File: src/rtl/rxc_pkg.sv
package rxc_pkg;

  typedef enum logic [2:0] {
    CLS_GOOD    = 3'd0,
    CLS_ALIGN   = 3'd1,
    CLS_CRC     = 3'd2,
    CLS_BUSY    = 3'd3,
    CLS_OVERRUN = 3'd4
  } frameClass_e;

  localparam int NUM_CNT  = 3;
  localparam int IDX_DISC = 0;
  localparam int IDX_CRC  = 1;
  localparam int IDX_ALGN = 2;

  typedef struct packed {
    logic incAlign;
    logic incCrc;
    logic incDiscard;
  } ctrlStrobes_t;

endpackage

File: src/rtl/rxc_sat_counter.sv
module rxc_sat_counter #(
  parameter int CNT_W = 16
) (
  input  logic             clk,
  input  logic             rstN,
  input  logic             inc,
  output logic [CNT_W-1:0] cnt
);
  localparam logic [CNT_W-1:0] CNT_MAX = {CNT_W{1'b1}};

  always_ff @(posedge clk) begin
    if (!rstN)                         cnt <= '0;
    else if (inc && (cnt != CNT_MAX))  cnt <= cnt + 1'b1;
  end

  // a full counter never wraps
  assert_sat_hold_R9: assert property (@(posedge clk) disable iff (!rstN)
    (cnt == CNT_MAX) |=> (cnt == CNT_MAX));

  // an increment below the limit advances by exactly one
  assert_inc_step_R9: assert property (@(posedge clk) disable iff (!rstN)
    (inc && cnt != CNT_MAX && $past(rstN)) |=> (cnt == $past(cnt) + 1'b1));

  // without an increment the count is stable
  assert_idle_stable_R9: assert property (@(posedge clk) disable iff (!rstN)
    (!inc && $past(rstN)) |=> $stable(cnt));
endmodule

File: src/rtl/rxc_counters.sv
module rxc_counters
  import rxc_pkg::*;
#(
  parameter int CNT_W = 16
) (
  input  logic                       clk,
  input  logic                       rstN,
  input  ctrlStrobes_t               strobes,
  output logic [NUM_CNT-1:0][CNT_W-1:0] counts
);
  logic [NUM_CNT-1:0] incVec;

  always_comb begin
    incVec           = '0;
    incVec[IDX_DISC] = strobes.incDiscard;
    incVec[IDX_CRC]  = strobes.incCrc;
    incVec[IDX_ALGN] = strobes.incAlign;
  end

  for (genvar g = 0; g < NUM_CNT; g++) begin : g_cnt
    rxc_sat_counter #(.CNT_W(CNT_W)) u_cnt (
      .clk  (clk),
      .rstN (rstN),
      .inc  (incVec[g]),
      .cnt  (counts[g])
    );
  end

  // a frame bumps at most one counter
  assert_one_counter_R4: assert property (@(posedge clk) disable iff (!rstN)
    $onehot0(incVec));
endmodule

File: src/rtl/rxc_ctrl.sv
module rxc_ctrl
  import rxc_pkg::*;
#(
  parameter int RESID_W = 3
) (
  input  logic               clk,
  input  logic               rstN,
  input  logic               frameEnd,
  input  logic [RESID_W-1:0] residBits,
  input  logic               crcBad,
  input  logic               fifoOverrun,
  input  logic               noBuffer,
  output logic               descOverrun,
  output logic               descCrcErr,
  output logic               descAlignErr,
  output logic               evRxFrame,
  output logic               evBusy,
  output logic               bufClose,
  output logic               huntReq,
  output ctrlStrobes_t       strobes
);
  logic        ovrSeen, nobufSeen;
  logic        ovrNow, nobufNow;
  frameClass_e frameClass;

  // remember indications until the frame is classified
  always_ff @(posedge clk) begin
    if (!rstN) begin
      ovrSeen   <= 1'b0;
      nobufSeen <= 1'b0;
    end else if (frameEnd) begin
      ovrSeen   <= 1'b0;
      nobufSeen <= 1'b0;
    end else begin
      ovrSeen   <= ovrSeen | fifoOverrun;
      nobufSeen <= nobufSeen | noBuffer;
    end
  end

  assign ovrNow   = ovrSeen | fifoOverrun;
  assign nobufNow = nobufSeen | noBuffer;

  // Priority: overrun, busy, alignment, CRC, good
  always_comb begin
    if (ovrNow)                           frameClass = CLS_OVERRUN;
    else if (nobufNow)                    frameClass = CLS_BUSY;
    else if (crcBad && residBits != '0)   frameClass = CLS_ALIGN;
    else if (crcBad)                      frameClass = CLS_CRC;
    else                                  frameClass = CLS_GOOD;
  end

  always_comb begin
    strobes            = '0;
    strobes.incDiscard = frameEnd && (frameClass == CLS_OVERRUN || frameClass == CLS_BUSY);
    strobes.incCrc     = frameEnd && (frameClass == CLS_CRC);
    strobes.incAlign   = frameEnd && (frameClass == CLS_ALIGN);
  end

  always_ff @(posedge clk) begin
    if (!rstN) begin
      descOverrun  <= 1'b0;
      descCrcErr   <= 1'b0;
      descAlignErr <= 1'b0;
      evRxFrame    <= 1'b0;
      evBusy       <= 1'b0;
      bufClose     <= 1'b0;
      huntReq      <= 1'b0;
    end else begin
      descOverrun  <= frameEnd && frameClass == CLS_OVERRUN;
      descCrcErr   <= frameEnd && frameClass == CLS_CRC;
      descAlignErr <= frameEnd && frameClass == CLS_ALIGN;
      evRxFrame    <= frameEnd && frameClass != CLS_BUSY;
      evBusy       <= frameEnd && frameClass == CLS_BUSY;
      bufClose     <= frameEnd && frameClass != CLS_BUSY;
      huntReq      <= frameEnd && frameClass != CLS_GOOD;
    end
  end

  // hunt request only follows a frame end
  assert_hunt_after_end_R10: assert property (@(posedge clk) disable iff (!rstN)
    huntReq |-> $past(frameEnd));

  // buffer close only follows a frame end
  assert_close_after_end_R10: assert property (@(posedge clk) disable iff (!rstN)
    (bufClose || evBusy) |-> $past(frameEnd));

  // at most one descriptor error bit per frame
  assert_one_desc_R4: assert property (@(posedge clk) disable iff (!rstN)
    $onehot0({descOverrun, descCrcErr, descAlignErr}));

  // a busy frame never closes a buffer
  assert_busy_no_close_R3: assert property (@(posedge clk) disable iff (!rstN)
    evBusy |-> (!bufClose && !evRxFrame && huntReq));

  // an overrun frame always asks for hunt
  assert_overrun_hunt_R2: assert property (@(posedge clk) disable iff (!rstN)
    descOverrun |-> (huntReq && bufClose && !evBusy));
endmodule

File: src/rtl/rx_frame_classifier.sv
module rx_frame_classifier
  import rxc_pkg::*;
#(
  parameter int CNT_W   = 16,
  parameter int RESID_W = 3
) (
  input  logic               clk,
  input  logic               rstN,
  input  logic               frameEnd,
  input  logic [RESID_W-1:0] residBits,
  input  logic               crcBad,
  input  logic               fifoOverrun,
  input  logic               noBuffer,
  output logic               descOverrun,
  output logic               descCrcErr,
  output logic               descAlignErr,
  output logic               evRxFrame,
  output logic               evBusy,
  output logic               bufClose,
  output logic               huntReq,
  output logic [CNT_W-1:0]   discardCnt,
  output logic [CNT_W-1:0]   crcErrCnt,
  output logic [CNT_W-1:0]   alignErrCnt
);
  ctrlStrobes_t                  strobes;
  logic [NUM_CNT-1:0][CNT_W-1:0] counts;

  rxc_ctrl #(.RESID_W(RESID_W)) u_ctrl (
    .clk          (clk),
    .rstN         (rstN),
    .frameEnd     (frameEnd),
    .residBits    (residBits),
    .crcBad       (crcBad),
    .fifoOverrun  (fifoOverrun),
    .noBuffer     (noBuffer),
    .descOverrun  (descOverrun),
    .descCrcErr   (descCrcErr),
    .descAlignErr (descAlignErr),
    .evRxFrame    (evRxFrame),
    .evBusy       (evBusy),
    .bufClose     (bufClose),
    .huntReq      (huntReq),
    .strobes      (strobes)
  );

  rxc_counters #(.CNT_W(CNT_W)) u_counters (
    .clk     (clk),
    .rstN    (rstN),
    .strobes (strobes),
    .counts  (counts)
  );

  assign discardCnt  = counts[IDX_DISC];
  assign crcErrCnt   = counts[IDX_CRC];
  assign alignErrCnt = counts[IDX_ALGN];
endmodule

File: config.mk
export PLATFORM = sky130hd
export DESIGN_NAME = rx_frame_classifier
export DESIGN_NICKNAME = d
export VERILOG_FILES = /design/src/rtl/rxc_pkg.sv /design/src/rtl/rxc_sat_counter.sv /design/src/rtl/rxc_counters.sv /design/src/rtl/rxc_ctrl.sv /design/src/rtl/rx_frame_classifier.sv
export SDC_FILE = /design/constraint.sdc
export NUM_CORES = 1
export LEC_CHECK = 0
export BUFFER_PORTS_ARGS = -buffer_cell sky130_fd_sc_hd__buf_2
export CAP_MARGIN = 20
export CORE_MARGIN = 3
export CORE_UTILIZATION = 44
export DETAILED_ROUTE_END_ITERATION = 12
export PLACE_DENSITY = 0.74
export SLEW_MARGIN = 20
export SYNTH_ARGS = -nofsm -noshare
export SYNTH_HDL_FRONTEND = slang
export SYNTH_SLANG_ARGS = --single-unit
File: constraint.sdc
create_clock -name clk -period 3.2 [get_ports clk]
set_clock_uncertainty 0.2 [all_clocks]
set_input_delay 0.32 -clock clk [delete_from_list [all_inputs] [get_ports clk]]
set_output_delay 0.32 -clock clk [all_outputs]
set_load 0.1 [all_outputs]
==> results of run 1 <==
==> worst paths after layout <==
path                                      endpoint  slack (ps)  cells after the start
setup / recovery  u_counters.g_cnt[1].u_cnt.cnt[4]         810                      6
hold / removal                       u_ctrl.evBusy          30                      2
setup reg to reg  u_counters.g_cnt[1].u_cnt.cnt[4]         810                      6
hold reg to reg   u_counters.g_cnt[2].u_cnt.cnt[5]         290                      1
==> sequential cells by signal, indices dropped and copies added (netlist names) <==
signal,count
u_ctrl.evBusy,1
u_ctrl.ovrSeen,1
u_ctrl.descOverrun,1
u_ctrl.huntReq,1
u_ctrl.evRxFrame,1
u_ctrl.nobufSeen,1
u_ctrl.descCrcErr,1
u_ctrl.descAlignErr,1
u_counters.g_cnt.u_cnt.cnt,48
==> power by group <==
group          internal [mW]  switching, mW  total, mW
logic                 0.0186         0.0809     0.0995
clock network          0.166          0.251      0.417
registers              0.704        0.00683      0.711
==> per-layer routing <==
metal,vias to the layer above,global-route usage,part of all wire
met5,-,0,0
met1,1132,0.246,0.49
li1,1223,-,-
met2,77,0.284,0.44
met3,12,0.0327,0.058
met4,0,0.0639,0.018
==> worst max-delay path: stages, from the launching register on <==
cell,delay [ps]
dfxtp_1,390
ha_1,240
nand2_1,110
nor4_1,740
nand2_1,230
and4_1,250
nor3_1,150
==> kinds of logic (layout without fill, tap and decap cells) <==
logic type / after synthesis / in the layout / synth area share
and+or+nand+nor: 171 / 171 / 0.344
DFF: 56 / 56 / 0.429
AOI/OAI and AO/OA: 29 / 29 / 0.0737
xor gates and xnor gates: 29 / 29 / 0.0972
buffers and inverters: 15 / 75 / 0.0230
muxes: 5 / 5 / 0.0191
adders and majority gates: 3 / 3 / 0.0144
==> area by class of cell <==
type                            instances  area (um2)
Inverter                                3        11.3
Timing Repair Buffer                   64         323
Multi-Input combinational cell        237        1430
Tap cell                               72        90.1
Clock buffer                            5        68.8
Sequential cell                        56        1120
Clock inverter                          3        28.8
Fill cell                             535        2570
==> stage by stage <==
stage / utilization / setup slack [ps]
floorplan: - / 413
global placement: 0.528 / 810
detailed placement: 0.528 / 738
CTS: 0.545 / 815
global route: 0.545 / 575
finish: 0.545 / 808
==> placed cells by master, fill, tap and decap left out, types with 8 or more instances in the layout <==
| cell type | Yosys | final |
|---|---|---|
| buf_2 | 0 | 63 |
| dfxtp_1 | 56 | 56 |
| nor2_1 | 45 | 45 |
| nand2_1 | 28 | 28 |
| xnor2_1 | 21 | 21 |
| nand3_1 | 18 | 18 |
| nor3_1 | 16 | 16 |
| nand4_1 | 14 | 14 |
| nor4_1 | 11 | 11 |
| and3_1 | 10 | 10 |
| xor2_1 | 8 | 8 |
==> Implementation_results.wiki, run 1 <==
{| class="wikitable"
! Metric !! Value
|-
| Run status || complete, no violations
|-
| CTS H-Tree Depth || 2
|-
| Critical path fanouts, max || 6
|-
| Clock edge transition at the registers on the reported setup and hold paths || 120 ps
|-
| Power Total || about 1.2 mW
|-
| Number of buffers inserted by port buffering || 63
|-
| Count of cells resized by post-cts repair || 0
|-
| Power per cell area || 399 mW/mm2
|-
| Hold Crit Start || fifoOverrun
|-
| Top cells by area in the synthesized netlist || dfxtp_1, xnor2_1, nor2_1
|-
| Final hold vios || 0
|-
| Sequential share of the synthesized area || 0.429
|-
| Vias in the first global route || 2338
|-
| Crit Path Class || reg2reg
|-
| Maximum number of pins on one net before global-route repair || 43
|-
| Share of the clock period used by the worst path || 0.748
|-
| Cell Area, Synth || roughly 0.0026 mm2
|-
| Overflow left after global routing || 0
|-
| Worst-case hold slack || about 34 ps
|-
| Antenna violations before repair || 0
|-
| Detailed-router iteration count before antenna repair || 5
|-
| Dominant cell type by area after synthesis || dfxtp_1
|-
| Share of Yosys cell area claimed by the top area cell type || 0.429
|-
| First-iteration detailed-routing DRC count || 155
|-
| Maximum achievable frequency || approximately 420 MHz
|-
| Setup repair after global routing missed its margin || no
|-
| Via-to-Cell Ratio || about 5.6
|-
| Total placed cells including tap cells || 432
|-
| Total clock buffers created by CTS || 5
|-
| Die X-Extent || 83.1 um
|-
| Leak pwr || about 1.3 nW
|-
| Number of flops mapped to enable cells by yosys || 0
|-
| Vias post-DR || 2444
|-
| Core footprint || 0.00564 mm2
|-
| Placed cell areas || 0.00298 mm2
|-
| Clock tree from TritonCTS || yes
|-
| Post-Layout Cell Count || 440
|-
| I/O pin cnt || between 60 and 70
|-
| Data required time of the worst path || 3240 ps
|-
| Yosys warnings || 0
|-
| Area growth from synthesis to layout || 17.7%
|-
| HPWL after detailed placement || 4.42 mm
|-
| Final min period || 2390 ps
|-
| Kind of capture point of the worst setup path || flip-flop
|-
| Clock tree root buffer cell || clkbuf_8
|-
| Total number of clock tree sinks || 56
|-
| Primary FF master, synth || dfxtp_1
|-
| Routability congestion estimate from global placement || roughly 0.85
|-
| Worst min-delay path category || in2reg
|-
| Number of buffers inserted by hold repair at cts || 0
|-
| Most common cell in the netlist || dfxtp_1
|-
| Synthesized Nets || 320
|-
| Cell row count || 27
|-
| Most frequent cells after synthesis || dfxtp_1, nor2_1, nand2_1
|-
| Max IR drop VDD || 0.185 mV
|-
| Number of pins exceeding their max-slew limit in the final report || 0
|-
| Worst Tran Pin Value || about 870 ps
|-
| Slew Limit Headroom || 0.415
|-
| Data arrival time of the critical path || about 2400 ps
|-
| Die Area || just under 0.007 mm2
|-
| Final design instance area without fill || 0.00308 mm2
|-
| Antenna viol nets, final || 0
|-
| Global-route wire length before repair || approximately 11 mm
|-
| Number of storage elements in the synthesis netlist || 56
|-
| Synth cell types || 40
|-
| Insertion delay of the later-clocked pin in the worst-skew pair || between 300 and 400 ps
|-
| Final setup viols || 0
|-
| Start point of the critical path || u_counters.g_cnt[1].u_cnt.cnt[0]
|-
| Maximum clock insertion buffer count || 2
|-
| FF-to-FF Start || u_counters.g_cnt[1].u_cnt.cnt[0]
|-
| Async set-or-reset flop fraction in the synthesized netlist || 0
|-
| Setup bufs post-CTS || 0
|-
| DRC violations left || 0
|-
| CP startpoint kind || flip-flop
|-
| Die height || around 83 um
|-
| Layout cells sized above 1 || 0.212
|-
| Post-layout net count || ~380
|-
| Final TNS setup || 0 ps
|-
| Antenna diode count || 0
|-
| Global-route usage over all layers || 0.180
|-
| Gate count of the mapped netlist || about 300
|-
| Max-capacitance violation count || 0
|-
| Average cell area after synthesis || between 8 and 9 um2
|-
| Total Wirelength || roughly 6 mm
|-
| Post-DR wirelength/cell || roughly 14 um
|-
| Initial Util || 0.463
|}
(Power assumes the default switching activity.)
==> run 2: changes to the inputs <==
ABC_AREA = 1   (was unset)
PLACE_DENSITY = 0.72   (was 0.74)
clock period = 2.3 ns   (was 3.2 ns; I/O delays follow)
==> run 2 against run 1 <==
  * Die area grew 20%
  * Clock power increased by 39%
  * Count of clock-buffer cells in the layout grew 1
  * Via count up 31%
  * Critical path depth increased by 3
  * Synthesized area is 22% higher
  * Sequential share of layout area fell by 5.9 points
  * Power rose by 42%
  * First-iteration DRC count fell by 27%
  * Sequential cell count stayed put
  * Critical path type is now in2reg
  * Critical endpoint is now u_counters.g_cnt[2].u_cnt.cnt[12]
==> Implementation_results.wiki, run 2 <==
{| class="wikitable"
! Metric !! Value
|-
| Vias in the first global route || 2922
|-
| Total clock buffers created by CTS || 5
|-
| Antenna viol nets, final || 0
|-
| Core footprint || around 0.007 mm2
|-
| Clock tree root buffer cell || clkbuf_8
|-
| Cell row count || 30
|-
| Leak pwr || approximately 1.5 nW
|-
| Maximum achievable frequency || around 490 MHz
|-
| Async set-or-reset flop fraction in the synthesized netlist || 0
|-
| Setup repair after global routing missed its margin || no
|-
| Detailed-router iteration count before antenna repair || 4
|-
| Total placed cells including tap cells || approximately 630
|-
| Data arrival time of the critical path || between 2000 and 2500 ps
|-
| Via-to-Cell Ratio || 4.96
|-
| Vias post-DR || approximately 3200
|-
| Yosys warnings || 0
|-
| Final min period || 2030 ps
|-
| Run status || complete, no violations
|-
| Final hold vios || 0
|-
| Primary FF master, synth || dfxtp_1
|-
| First-iteration detailed-routing DRC count || around 110
|-
| Clock edge transition at the registers on the reported setup and hold paths || approximately 100 ps
|-
| Number of storage elements in the synthesis netlist || 56
|-
| Die X-Extent || approximately 91 um
|-
| CP startpoint kind || input pin
|-
| Area of the multi-input gates || between 0.0015 and 0.002 mm2
|-
| Crit Path Class || in2reg
|-
| Cell Area, Synth || between 0.003 and 0.004 mm2
|-
| Synth cell types || 27
|-
| Post-layout net count || between 500 and 600
|-
| Maximum number of pins on one net before global-route repair || 18
|-
| FF-to-FF Start || u_counters.g_cnt[1].u_cnt.cnt[0]
|-
| Area occupied by registers || ~0.0011 mm2
|-
| Global-route wire length before repair || 13.1 mm
|-
| Power per cell area || between 400 and 500 mW/mm2
|-
| Total Wirelength || approximately 7.6 mm
|-
| Total number of clock tree sinks || 56
|-
| Slew Limit Headroom || 0.670
|-
| Most frequent standard cell in the layout excluding fill and tap cells || nand2_1
|-
| Post-Layout Cell Count || approximately 640
|-
| Die height || around 91 um
|-
| Die Area || around 0.0083 mm2
|-
| Critical path fanouts, max || 17
|-
| Layout cells sized above 1 || 0.199
|-
| Reg2reg setup slack || 340 ps
|-
| Antenna violations before repair || 0
|-
| Routability congestion estimate from global placement || approximately 0.96
|-
| Synthesized Nets || around 500
|-
| Data required time of the worst path || 2350 ps
|-
| Most common cell in the netlist || nand2_1
|-
| Kind of capture point of the worst setup path || flip-flop
|-
| Worst-path cell chain || dlygate4sd3_1, buf_2, nor2_4, nand3_4, nor2_4, inv_2, nor2_4, o21ai_0, a21oi_1
|-
| PnR worst setup slack || roughly 270 ps
|-
| Worst Hold End || u_ctrl.descCrcErr
|-
| Worst min-delay path category || in2reg
|-
| Sequential share of the synthesized area || 0.352
|-
| Number of flops mapped to enable cells by yosys || 0
|-
| Number of pins exceeding their max-slew limit in the final report || 0
|-
| CP peak stage delay || between 500 and 600 ps
|-
| Antenna diode count || 0
|-
| Number of cell instances on the worst register-to-register path || 7
|-
| I/O pin cnt || 64
|-
| Post-DR wirelength/cell || 11.9 um
|-
| Maximum clock insertion buffer count || 2
|-
| Worst hold path cell count || 4
|-
| Initial Util || 0.462
|-
| Insertion delay of the later-clocked pin in the worst-skew pair || 310 ps
|-
| Share of Yosys cell area claimed by the top area cell type || 0.352
|-
| Top cells by area in the synthesized netlist || dfxtp_1, nand2_1, nor2_1
|-
| Count of filler cells inserted in the layout || between 700 and 800
|-
| CTS H-Tree Depth || 2
|-
| Final setup viols || 0
|-
| DRC violations left || 0
|-
| Share of the clock period used by the worst path || 0.881
|-
| HPWL after detailed placement || 5.72 mm
|-
| Max-capacitance violation count || 0
|-
| RR Endpoint || u_counters.g_cnt[1].u_cnt.cnt[1]
|-
| Dominant cell type by area after synthesis || dfxtp_1
|-
| Global-route usage over all layers || 0.186
|-
| Worst setup slack before clock tree synthesis || between 300 and 400 ps
|-
| Count of cells resized by post-cts repair || 0
|-
| Area growth from synthesis to layout || 16.5%
|-
| Max IR drop VDD || 0.200 mV
|-
| Setup bufs post-CTS || 0
|-
| Most frequent cells after synthesis || nand2_1, nor2_1, dfxtp_1
|-
| Final TNS setup || 0 ps
|-
| Gate count of the mapped netlist || around 480
|-
| Number of buffers inserted by port buffering || 63
|-
| Crit-path most repeated cell || nor2_4
|-
| Average cell area after synthesis || 6.60 um2
|-
| Reg with most FFs || u_counters.g_cnt.u_cnt.cnt
|-
| Cell type of the slowest stage on the worst timing path || dlygate4sd3_1
|-
| Most frequent cells in the layout || nand2_1, nor2_1, buf_2, dfxtp_1, nand3_1
|-
| Worst Tran Pin Value || roughly 500 ps
|-
| Hold Crit Start || noBuffer
|-
| Clock tree from TritonCTS || yes
|-
| Overflow left after global routing || 0
|-
| Number of flip-flops under the largest register name || 48
|}
[run 2: cell types whose count changed after synthesis, sizes merged, moves of 10 or more]
cell	before	now
a21oi	7	40
and3	10	0
nor2	45	70
nand3	18	40
nand2	28	160
nor4	12	0
inv	3	34
[run 2: report_power, final]
part	leakage, nW	internal (mW)	switching [mW]	total [mW]
logic	0.955	0.0363	0.138	0.174
clock network	0.0434	0.245	0.334	0.578
registers	0.458	0.980	0.00966	0.990
[run 2: cell families after synthesis]
kind of cell,share of synthesized area
simple gates,0.398
flops,0.352
compound gates,0.100
buf+inv,0.0695
xor+xnor,0.0687
fa+ha+maj,0.0118
[run 2: cell type report]
class                      count  area share
sequential                    56       0.306
inverter                      35      0.0354
tap                           96      0.0323
clock buffer                   6      0.0222
multi-input combinational    378       0.497
clock inverter                 2     0.00404
timing repair buffer          71       0.103
[run 2: how the worst max path moves through the flow]
| stage | from | to | slack, ps | cells after the start |
|---|---|---|---|---|
| 3_5_place_dp | u_counters.g_cnt[1].u_cnt.cnt[0] | u_counters.g_cnt[1].u_cnt.cnt[2] | 370 | 7 |
| 4_1_cts | fifoOverrun | u_counters.g_cnt[2].u_cnt.cnt[12] | 250 | 9 |
| 5_1_grt | u_counters.g_cnt[1].u_cnt.cnt[0] | u_counters.g_cnt[1].u_cnt.cnt[1] | 5 | 7 |
| 3_3_place_gp | u_counters.g_cnt[0].u_cnt.cnt[0] | u_counters.g_cnt[0].u_cnt.cnt[1] | 390 | 8 |
| 6_report | fifoOverrun | u_counters.g_cnt[2].u_cnt.cnt[12] | 270 | 9 |
| 2_1_floorplan | u_counters.g_cnt[2].u_cnt.cnt[5] | u_counters.g_cnt[2].u_cnt.cnt[3] | 10 | 8 |
[run 2: worst max-delay path: cells and delay by family]
kind / cells / cell delay (ps)
buffers and inverters: 3 / 730
AO/OA/AOI/OAI: 2 / 310
AND/OR/NAND/NOR: 4 / 800
[run 2: repair_timing]
action                                  4_1_cts  5_1_grt
endpoints found under the setup margin        0        0
endpoints found under the hold margin         4        0
hold buffers                                  3        0
[run 2: layer usage]
layer / track usage / wire length (um) / vias to the layer above
li1: - / - / 1673
met1: 0.244 / 3570 / 1421
met2: 0.303 / 3450 / 92
met3: 0.0414 / 527 / 11
met4: 0.0616 / 97 / 0
met5: 0 / 0 / -
[run 2: stage by stage]
stage | hold slack [ps] | power (mW) | instance area (um2) | utilization
floorplan | 109 | 1.15 | 3200 | -
global route | 45.9 | 1.82 | 3710 | 0.538
CTS | 31.5 | 1.76 | 3710 | 0.538
detailed placement | 290 | 1.18 | 3590 | 0.519
global placement | 279 | 1.18 | 3590 | 0.519
finish | 42.7 | 1.74 | 3710 | 0.538
==> run 3: changes to the inputs <==
BUFFER_PORTS_ARGS = -buffer_cell sky130_fd_sc_hd__buf_4   (was -buffer_cell sky130_fd_sc_hd__buf_2)
PLACE_DENSITY = 0.66   (was 0.72)
==> run 3 against run 2 <==
  * Worst hold slack lost 22 ps
  * Worst setup slack gained 6.2 ps
  * Sequential power about the same
  * Highest routed layer unchanged
==> Implementation_results.wiki, run 3 (synthesis gave the netlist of run 2 again) <==
{| class="wikitable"
! Metric !! Value
|-
| Run status || complete, no violations
|-
| Clock edge transition at the registers on the reported setup and hold paths || approximately 100 ps
|-
| Total clock buffers created by CTS || 5
|-
| Reg2reg setup slack || 340 ps
|-
| Max IR drop VDD || 0.241 mV
|-
| Data required time of the worst path || between 2000 and 2500 ps
|-
| Post-DR wirelength/cell || 12.4 um
|-
| Total Wirelength || approximately 7.9 mm
|-
| Post-layout net count || about 560
|-
| Worst Tran Pin Value || 431 ps
|-
| Vias in the first global route || between 2000 and 3000
|-
| Die height || 91.1 um
|-
| Hold Crit Start || noBuffer
|-
| Reg with most FFs || u_counters.g_cnt.u_cnt.cnt
|-
| CP startpoint kind || input pin
|-
| Power per cell area || ~450 mW/mm2
|-
| Most frequent cells in the layout || nand2_1, buf_4, nor2_1, dfxtp_1, nand3_1
|-
| Layout cells sized above 1 || 0.196
|-
| Count of cells resized by post-cts repair || 0
|-
| Die X-Extent || just over 90 um
|-
| Final design instance area without fill || 0.00387 mm2
|-
| Placed cell areas || about 0.0037 mm2
|-
| Critical path fanouts, max || 17
|-
| Slew Limit Headroom || 0.711
|-
| Leak pwr || between 1 and 1.5 nW
|-
| I/O pin cnt || 64
|-
| Count of filler cells inserted in the layout || 734
|-
| Detailed-router iteration count before antenna repair || 4
|-
| HPWL after detailed placement || around 5.9 mm
|-
| Final setup viols || 0
|-
| Number of pins exceeding their max-slew limit in the final report || 0
|-
| Core footprint || between 0.006 and 0.007 mm2
|-
| Number of flip-flops under the largest register name || between 40 and 50
|-
| Cell row count || 30
|-
| Number of buffers inserted by port buffering || 63
|-
| Antenna violations before repair || 0
|-
| Max-capacitance violation count || 0
|-
| Routability congestion estimate from global placement || about 0.94
|-
| Maximum clock insertion buffer count || 2
|-
| Final TNS setup || 0 ps
|-
| Maximum achievable frequency || around 500 MHz
|-
| Clock tree root buffer cell || clkbuf_8
|-
| Worst hold path cell count || 3
|-
| Final hold vios || 0
|-
| Worst min-delay path category || in2reg
|-
| Total number of clock tree sinks || 56
|-
| Insertion delay of the later-clocked pin in the worst-skew pair || about 310 ps
|-
| Vias post-DR || around 3200
|-
| First-iteration detailed-routing DRC count || 108
|-
| RR Endpoint || u_counters.g_cnt[0].u_cnt.cnt[8]
|-
| Antenna viol nets, final || 0
|-
| Kind of capture point of the worst setup path || flip-flop
|-
| Area growth from synthesis to layout || 21.3%
|-
| Global-route wire length before repair || about 14 mm
|-
| Antenna diode count || 0
|-
| Share of the clock period used by the worst path || 0.879
|-
| FF-to-FF Start || u_counters.g_cnt[0].u_cnt.cnt[0]
|-
| DRC violations left || 0
|-
| Clock tree from TritonCTS || yes
|-
| Most frequent standard cell in the layout excluding fill and tap cells || nand2_1
|-
| Setup repair after global routing missed its margin || no
|-
| Overflow left after global routing || 0
|-
| Die Area || 0.00830 mm2
|-
| Via-to-Cell Ratio || ~5
|-
| Crit Path Class || in2reg
|-
| Worst Hold End || u_ctrl.nobufSeen
|-
| Maximum number of pins on one net before global-route repair || 30
|-
| Number of cell instances on the worst register-to-register path || 8
|-
| Global-route usage over all layers || 0.193
|-
| Final min period || roughly 2000 ps
|-
| Initial Util || 0.462
|-
| Data arrival time of the critical path || around 2100 ps
|-
| CTS H-Tree Depth || 2
|}
run 3: power breakdown:
group | internal (mW) | switching, mW
sequential | 0.981 | 0.00967
combinational | 0.0473 | 0.139
clock | 0.218 | 0.333
total | 1.25 | 0.482
run 3: layout make-up:
type                            instances  area (um2)  share of cell area
Multi-Input combinational cell        378        1850               0.477
Sequential cell                        56        1140               0.294
Tap cell                               96         120              0.0311
Timing Repair Buffer                   70         546               0.141
Clock inverter                          2        16.3             0.00421
Clock buffer                            6        72.6              0.0188
Inverter                               35         131              0.0340
run 3: worst max path at each step:
stage | start | endpoint | cells past startpoint
2_1_floorplan | u_counters.g_cnt[2].u_cnt.cnt[5] | u_counters.g_cnt[2].u_cnt.cnt[3] | 8
6_report | fifoOverrun | u_counters.g_cnt[2].u_cnt.cnt[12] | 9
3_5_place_dp | u_counters.g_cnt[0].u_cnt.cnt[0] | u_counters.g_cnt[0].u_cnt.cnt[8] | 8
5_1_grt | u_counters.g_cnt[1].u_cnt.cnt[0] | u_counters.g_cnt[1].u_cnt.cnt[1] | 7
3_3_place_gp | u_counters.g_cnt[0].u_cnt.cnt[0] | u_counters.g_cnt[0].u_cnt.cnt[2] | 8
4_1_cts | fifoOverrun | u_counters.g_cnt[2].u_cnt.cnt[12] | 9
run 3: stage by stage:
step | hold slack [ps] | power (mW) | util | setup slack, ps | cells
floorplan | 109 | 1.15 | - | 11.7 | 483
global placement | 276 | 1.19 | 0.543 | 369 | 632
detailed placement | 277 | 1.20 | 0.543 | 350 | 632
CTS | 8.83 | 1.75 | 0.560 | 275 | 643
global route | 22.5 | 1.81 | 0.560 | 106 | 643
finish | 21.0 | 1.73 | 0.560 | 279 | 643
run 3: repair_timing:
item,in CTS,in global routing
buffers inserted,0,0
hold endpoints to repair,4,0
hold buffers,3,0
run 3: per-layer routing:
| layer | vias to the layer above | GRT usage | share of wire |
|---|---|---|---|
| li1 | 1680 | - | - |
| met1 | 1463 | 0.257 | 0.48 |
| met2 | 78 | 0.316 | 0.46 |
| met3 | 6 | 0.0356 | 0.052 |
| met4 | 0 | 0.0578 | 0.0091 |
| met5 | - | 0 | 0 |
run 3: worst max-delay path: stages:
cell,delay [ps]
dlygate4sd3_1,530
buf_4,140
nor2_4,190
nand3_4,120
nor2_4,150
inv_2,70
nor2_4,340
o21ai_0,160
a21oi_1,130
